**src/rtl/keyed_wdt_pkg.sv**
```systemverilog
package keyed_wdt_pkg;
  localparam int ADDR_W  = 2;
  localparam int DATA_W  = 32;
  localparam int CNT_W   = 16;
  localparam int BYTE_W  = 8;
  localparam int CKS_W   = 3;
  localparam int PRE_W   = 12;

  localparam logic [ADDR_W-1:0] ADR_COUNT = 2'd0;
  localparam logic [ADDR_W-1:0] ADR_CTLA  = 2'd1;
  localparam logic [ADDR_W-1:0] ADR_CTLB  = 2'd2;

  localparam logic [DATA_W-CNT_W-1:0]  KEY_COUNT = 16'h5A5A;
  localparam logic [DATA_W-BYTE_W-1:0] KEY_CTL   = 24'hA5A5A5;

  localparam int BIT_RUN  = 7;
  localparam int BIT_BUSY = 6;
  localparam int BIT_OVF  = 5;

  // low-bit mask of the divider phase counter for each select code
  function automatic logic [PRE_W-1:0] div_mask(input logic [CKS_W-1:0] sel);
    logic [PRE_W-1:0] m;
    case (sel)
      3'd0:    m = 12'h000;
      3'd1:    m = 12'h003;
      3'd2:    m = 12'h00F;
      3'd3:    m = 12'h01F;
      3'd4:    m = 12'h03F;
      3'd5:    m = 12'h07F;
      3'd6:    m = 12'h3FF;
      default: m = 12'hFFF;
    endcase
    return m;
  endfunction
endpackage

```
**src/rtl/keyed_wdt_keycheck.sv**
```systemverilog
module keyed_wdt_keycheck
  import keyed_wdt_pkg::*;
(
  input  logic              reg_wr,
  input  logic [ADDR_W-1:0] reg_addr,
  input  logic [DATA_W-1:0] reg_wdata,
  input  logic              running,
  output logic              count_we,
  output logic              ctla_we,
  output logic              ctlb_we,
  output logic              any_we
);
  localparam int LOW_CNT = CNT_W;
  localparam int LOW_CTL = BYTE_W;

  logic count_key_ok;
  logic ctl_key_ok;

  always_comb begin
    count_key_ok = (reg_wdata[DATA_W-1:LOW_CNT] == KEY_COUNT);
    ctl_key_ok   = (reg_wdata[DATA_W-1:LOW_CTL] == KEY_CTL);
    count_we = reg_wr && (reg_addr == ADR_COUNT) && count_key_ok && !running;
    ctla_we  = reg_wr && (reg_addr == ADR_CTLA)  && ctl_key_ok;
    ctlb_we  = reg_wr && (reg_addr == ADR_CTLB)  && ctl_key_ok;
    any_we   = count_we || ctla_we || ctlb_we;
  end
endmodule

```
**src/rtl/keyed_wdt_prescaler.sv**
```systemverilog
module keyed_wdt_prescaler
  import keyed_wdt_pkg::*;
(
  input  logic             clk,
  input  logic             rst_n,
  input  logic             restart,
  input  logic [CKS_W-1:0] sel,
  output logic             tick
);
  logic [PRE_W-1:0] phase_q;
  logic [PRE_W-1:0] mask;

  always_comb begin
    mask = div_mask(sel);
    tick = ((phase_q & mask) == mask);
  end

  always_ff @(posedge clk) begin
    if (!rst_n || restart) phase_q <= '0;
    else                   phase_q <= phase_q + 1'b1;
  end
endmodule

```
**src/rtl/keyed_wdt_counter.sv**
```systemverilog
module keyed_wdt_counter #(
  parameter int W = 16
) (
  input  logic         clk,
  input  logic         rst_n,
  input  logic         load,
  input  logic [W-1:0] load_val,
  input  logic         run,
  input  logic         tick,
  output logic [W-1:0] count,
  output logic         wrap
);
  logic [W-1:0] count_q;

  always_comb begin
    count = count_q;
    wrap  = run && tick && (count_q == {W{1'b1}});
  end

  always_ff @(posedge clk) begin
    if (!rst_n)           count_q <= '0;
    else if (load)        count_q <= load_val;
    else if (run && tick) count_q <= count_q + 1'b1;
  end
endmodule

```
**src/rtl/keyed_wdt_busy.sv**
```systemverilog
module keyed_wdt_busy #(
  parameter int TICKS = 2
) (
  input  logic clk,
  input  logic rst_n,
  input  logic start,
  input  logic tick,
  output logic busy
);
  localparam int BW = $clog2(TICKS + 1);
  localparam logic [BW-1:0] INIT = BW'(TICKS);

  logic [BW-1:0] left_q;

  assign busy = (left_q != '0);

  always_ff @(posedge clk) begin
    if (!rst_n)             left_q <= '0;
    else if (start)         left_q <= INIT;
    else if (tick && busy)  left_q <= left_q - 1'b1;
  end
endmodule

```
**src/rtl/keyed_wdt.sv**
```systemverilog
module keyed_wdt
  import keyed_wdt_pkg::*;
#(
  parameter int BUSY_TICKS = 2
) (
  input  logic              clk,
  input  logic              rst_n,
  input  logic              reg_wr,
  input  logic [ADDR_W-1:0] reg_addr,
  input  logic [DATA_W-1:0] reg_wdata,
  output logic [DATA_W-1:0] reg_rdata,
  output logic              rst_req
);
  logic             count_we, ctla_we, ctlb_we, any_we;
  logic             run_q, ovf_q, busy, tick, wrap;
  logic [CKS_W-1:0] sel_q;
  logic [BYTE_W-1:0] ctlb_q;
  logic [CNT_W-1:0] count;
  logic             req_q;

  keyed_wdt_keycheck u_key (
    .reg_wr   (reg_wr),
    .reg_addr (reg_addr),
    .reg_wdata(reg_wdata),
    .running  (run_q),
    .count_we (count_we),
    .ctla_we  (ctla_we),
    .ctlb_we  (ctlb_we),
    .any_we   (any_we)
  );

  keyed_wdt_prescaler u_pre (
    .clk    (clk),
    .rst_n  (rst_n),
    .restart(any_we),
    .sel    (sel_q),
    .tick   (tick)
  );

  keyed_wdt_counter #(.W(CNT_W)) u_cnt (
    .clk     (clk),
    .rst_n   (rst_n),
    .load    (count_we),
    .load_val(reg_wdata[CNT_W-1:0]),
    .run     (run_q),
    .tick    (tick),
    .count   (count),
    .wrap    (wrap)
  );

  keyed_wdt_busy #(.TICKS(BUSY_TICKS)) u_busy (
    .clk  (clk),
    .rst_n(rst_n),
    .start(any_we),
    .tick (tick),
    .busy (busy)
  );

  always_ff @(posedge clk) begin
    if (!rst_n) begin
      run_q  <= 1'b0;
      sel_q  <= '0;
      ovf_q  <= 1'b0;
      ctlb_q <= '0;
      req_q  <= 1'b0;
    end else begin
      req_q <= wrap;
      if (ctla_we) begin
        run_q <= reg_wdata[BIT_RUN];
        sel_q <= reg_wdata[CKS_W-1:0];
      end
      // hardware set has priority over a software clear
      if (wrap)         ovf_q <= 1'b1;
      else if (ctla_we) ovf_q <= ovf_q & reg_wdata[BIT_OVF];
      if (ctlb_we) ctlb_q <= reg_wdata[BYTE_W-1:0];
    end
  end

  assign rst_req = req_q;

  always_comb begin
    reg_rdata = '0;
    case (reg_addr)
      ADR_COUNT: reg_rdata[CNT_W-1:0] = count;
      ADR_CTLA: begin
        reg_rdata[BIT_RUN]   = run_q;
        reg_rdata[BIT_BUSY]  = busy;
        reg_rdata[BIT_OVF]   = ovf_q;
        reg_rdata[CKS_W-1:0] = sel_q;
      end
      ADR_CTLB:  reg_rdata[BYTE_W-1:0] = ctlb_q;
      default:   reg_rdata = '0;
    endcase
  end
endmodule

```
**config.mk**
```make
export PLATFORM = sky130hd
export DESIGN_NAME = keyed_wdt
export DESIGN_NICKNAME = d
export VERILOG_FILES = /design/src/rtl/keyed_wdt_pkg.sv /design/src/rtl/keyed_wdt_keycheck.sv /design/src/rtl/keyed_wdt_prescaler.sv /design/src/rtl/keyed_wdt_counter.sv /design/src/rtl/keyed_wdt_busy.sv /design/src/rtl/keyed_wdt.sv
export SDC_FILE = /design/constraint.sdc
export NUM_CORES = 1
export LEC_CHECK = 0
export BUFFER_PORTS_ARGS = -buffer_cell sky130_fd_sc_hd__buf_2
export CORE_ASPECT_RATIO = 1.5
export CORE_UTILIZATION = 45
export DETAILED_ROUTE_END_ITERATION = 7
export HOLD_SLACK_MARGIN = 0.06
export PLACE_DENSITY = 0.71
export SYNTH_ARGS = -nofsm -noshare
export SYNTH_HDL_FRONTEND = slang
export SYNTH_SLANG_ARGS = --single-unit
export TNS_END_PERCENT = 30
```
**constraint.sdc**
```tcl
create_clock -name clk -period 1.85 [get_ports clk]
set_input_delay 0.37 -clock clk [delete_from_list [all_inputs] [get_ports clk]]
set_output_delay 0.37 -clock clk [all_outputs]
set_load 0.05 [all_outputs]
```
==> impl_metrics.env <==
export IMPL_area_growth_pct=25.2
export IMPL_gp_congestion=0.851
export IMPL_synth_seq_cells=44
export IMPL_setup_tns_ns=0
export IMPL_yosys_area_share_simple_pct=29.8
export IMPL_arrival_ns=2.08
export IMPL_syn_cell_area_um2=2740
export IMPL_ant_nets=0
export IMPL_grt_ovfl_total=0
export IMPL_diodes=0
export IMPL_r2r_end="u_cnt.count[12]"
export IMPL_cts_buffer_depth=2
export IMPL_wirelength_um=7320
export IMPL_leakage_nw=1.44
export IMPL_drc=0
export IMPL_die_width_um=65.7
export IMPL_grt_max_degree=30
export IMPL_yosys_warnings=0
export IMPL_p_int_w=0.00138
export IMPL_power_frac_comb_pct=17.7
export IMPL_yosys_area_share_adder_pct=1.37
export IMPL_p_per_area_nw_per_um2=577
export IMPL_slowest_delay_ns=0.43
export IMPL_synthCells=342
export IMPL_io_buffers=53
export IMPL_clk_pin_slew_ns=0.10
export IMPL_die_y_um=97.6
export IMPL_layout_min_cycle_time_ns=1.82
export IMPL_synth_xor_area_share_pct=3.52
export IMPL_start_util_pct=47.0
export IMPL_postCtsSetupBuffers=0
export IMPL_wl_per_cell_um=14.8
export IMPL_vias_per_cell=5.66
export IMPL_firstDrtPassIters=4
export IMPL_rows=34
export IMPL_endpoint_kind="flop"
export IMPL_synth_yosys_seq_area_share_pct=32.1
export IMPL_yosysTopAreaCell="dfxtp_1"
export IMPL_path_max_fanout=12
export IMPL_hold_viol=0
export IMPL_drive_gt1_share_pct=28.0
export IMPL_synth_top_family_by_area="simple AND/OR/NAND/NOR gates"
export IMPL_path_class="flop to flop"
export IMPL_timing_hold_ws_ns=0.330
export IMPL_net_switching_power_w=0.000601
export IMPL_p_clk_share_pct=32.8
export IMPL_r2r_slack_ns=0.03
export IMPL_swShare_pct=30.4
export IMPL_finalWorstSetupSlack_ns=0.0330
export IMPL_synth_mux_area_share_pct=6.94
export IMPL_fillers=551
export IMPL_hold_depth=3
export IMPL_clock_sinks=44
export IMPL_layout_nets=461
export IMPL_cp_data_required_time_ns=2.11
export IMPL_critPathSlowestCell="a211o_4"
export IMPL_status="completed"
export IMPL_rr_startpoint="sel_q[1]"
export IMPL_cp_cell_sequence="nor2b_1, a311o_1, a211o_4, o41ai_2, a22o_1"
export IMPL_maxCapViolations=0
export IMPL_avgSynthCellArea_um2=8.01
export IMPL_rsz0062_at_grt="true"
export IMPL_fin_skew_ns=0.0108
export IMPL_finalMaxSlewViolations=0
export IMPL_finalSetupViolations=0
export IMPL_antenna_found_initial=0
export IMPL_grt_pass1_vias=2725
export IMPL_netlist_area_leader_share_pct=32.1
export IMPL_dr_first_iter_drc_count=201
export IMPL_synth_area_top_cells="dfxtp_1 32%, mux2i_1 6.9%, nor2_1 5.3%, buf_4 4.9%, nand2_1 4.7%"
export IMPL_fp_dieArea_um2=6410
export IMPL_pwr_share_seq_pct=49.6
export IMPL_min_to="u_cnt.count[4]"
export IMPL_fmax_ghz=0.550
export IMPL_synth_compound_area_share_pct=16.8
export IMPL_synth_cell_types=54
export IMPL_cp_start_kind="flop"
export IMPL_min_from="reg_wdata[4]"
export IMPL_min_path_type="primary input to flop"
export IMPL_reg2reg_depth=5
export IMPL_async_reset_ff_share_pct=0
export IMPL_insertion_delay_ns=0.31
export IMPL_grtUsageTotal_pct=24.5
export IMPL_cts_root_buf="clkbuf_8"
export IMPL_finalCritPeriodShare_pct=98.2
export IMPL_grt_pass1_wl_um=12200
export IMPL_irDropWorstVdd_mv=0.470
export IMPL_core_area_um2=5830
export IMPL_vias=2794
export IMPL_synth_edf_count=0
export IMPL_synth_ff_type="dfxtp_1"
export IMPL_hpwl_um=5560
export IMPL_cts_buffers=5
export IMPL_dp_worst_setup_slack_ns=-0.223
export IMPL_ioPinCount=70
export IMPL_htree_num_levels=2
export IMPL_cts_tree="done"
## flip-flops by register name (all words and copies together), names as in the netlist
name	cells
rst_req	1
sel_q	3
u_pre.phase_q	12
u_cnt.count	16
ctlb_q	8
ovf_q	1
u_busy.left_q	2
run_q	1
## cells in the mapped netlist (4+ instances only)
cell type / count
nand3_1: 17
nand4_1: 6
nand2_1: 34
or3_1: 6
mux2i_1: 19
and2_1: 7
and4_1: 5
buf_4: 18
a221o_1: 6
a31oi_1: 4
clkbuf_1: 12
xor2_1: 5
nor2b_1: 4
nor4bb_1: 6
o21ai_0: 14
nor3_1: 16
dfxtp_1: 44
and3_1: 10
nor2_1: 39
a21oi_1: 7
xnor2_1: 6
inv_1: 9
## metrics by stage
stage / power (W) / instances / util, % / area (um^2)
2_1_floorplan: 0.00125 / 357 / - / 2800
3_3_place_gp: 0.00133 / 486 / 56.3 / 3280
3_5_place_dp: 0.00134 / 486 / 56.3 / 3280
4_1_cts: 0.00199 / 494 / 58.3 / 3400
5_1_grt: 0.00207 / 494 / 58.8 / 3430
6_report: 0.00198 / 494 / 58.8 / 3430
## worst max-delay path: cells and delay by family, from the launching register on
| family | cells | cell delay, ns |
|---|---|---|
| flops | 1 | 0.34 |
| compound gates | 4 | 1.31 |
| simple gates | 1 | 0.12 |
## metal layers
metal  vias to the layer above  GRT usage (%)  routed length (um)  part of all wire [%]
met5                         -              0                   0                     0
met2                        78           44.0                3950                    54
met4                         0           12.4                 260                   3.5
met1                      1322           25.9                2810                    38
met3                        19           4.58                 305                   4.2
li1                       1375              -                   -                     -
## layout by cell type, fill, tap and decap left out, types with 3 or more instances in the layout
cell type,instances
buf_2,52
dfxtp_1,41
nor2_1,39
buf_4,37
nand2_1,34
mux2i_1,19
nand3_1,17
nor3_1,16
conb_1,16
and3_1,10
inv_1,9
o21ai_1,7
and2_1,7
o21ai_0,7
a21oi_1,7
nand4_1,6
xnor2_1,6
or3_1,6
a221o_1,6
and4_1,5
nor4bb_1,5
xor2_1,5
clkbuf_8,5
nor2b_1,4
a31oi_1,4
o211ai_1,3
buf_12,3
dfxtp_2,3
## logic make-up (layout without fill, tap and decap cells)
| logic type | Yosys count | count (layout) |
|---|---|---|
| other | 1 | 16 |
| adder cells (fa/ha/maj) | 3 | 3 |
| multiplexers | 19 | 19 |
| XOR/XNOR | 11 | 11 |
| buffers and inverters | 45 | 110 |
| AO/OA/AOI/OAI | 61 | 61 |
| AND/OR/NAND/NOR | 158 | 158 |
| flip-flops | 44 | 44 |
## final cells by class
class                   count  area, um^2  area share, %
inverters                   9        33.8          0.985
repair buffers             93         609           17.8
flip-flops and latches     44         885           25.8
clock buffers               5        68.8           2.01
well taps                  72        90.1           2.63
multi-input cells         268        1720           50.1
clock inverters             3        26.3          0.766
## power groups by stage
stage	sequential, W	combinational [W]	clock [W]
6_report	0.000981	0.000349	0.000648
5_1_grt	0.000984	0.000377	0.000708
3_3_place_gp	0.00100	0.000329	0
4_1_cts	0.000981	0.000341	0.000664
3_5_place_dp	0.00100	0.000338	0
2_1_floorplan	0.00100	0.000248	0
## how the worst max path moves through the flow
stage                           from                to  slack (ns)  cells after the start
global placement       reg_wdata[11]  u_pre.phase_q[9]       -0.10                      9
detailed placement     reg_wdata[11]         ctlb_q[6]       -0.22                      8
CTS                 u_busy.left_q[0]      reg_rdata[6]        0.01                      6
global route                sel_q[1]   u_cnt.count[12]       -0.05                      5
finish                      sel_q[1]   u_cnt.count[12]        0.03                      5
floorplan                reg_addr[0]     reg_rdata[13]       -0.39                      3
## what timing repair did
action,CTS,global route
hold endpoints to repair,0,0
hold buffers,0,0
pin swaps,1,6
gates resized for setup,5,8
setup endpoints to repair,9,27
Note: power is estimated with default switching activity, not from simulation.
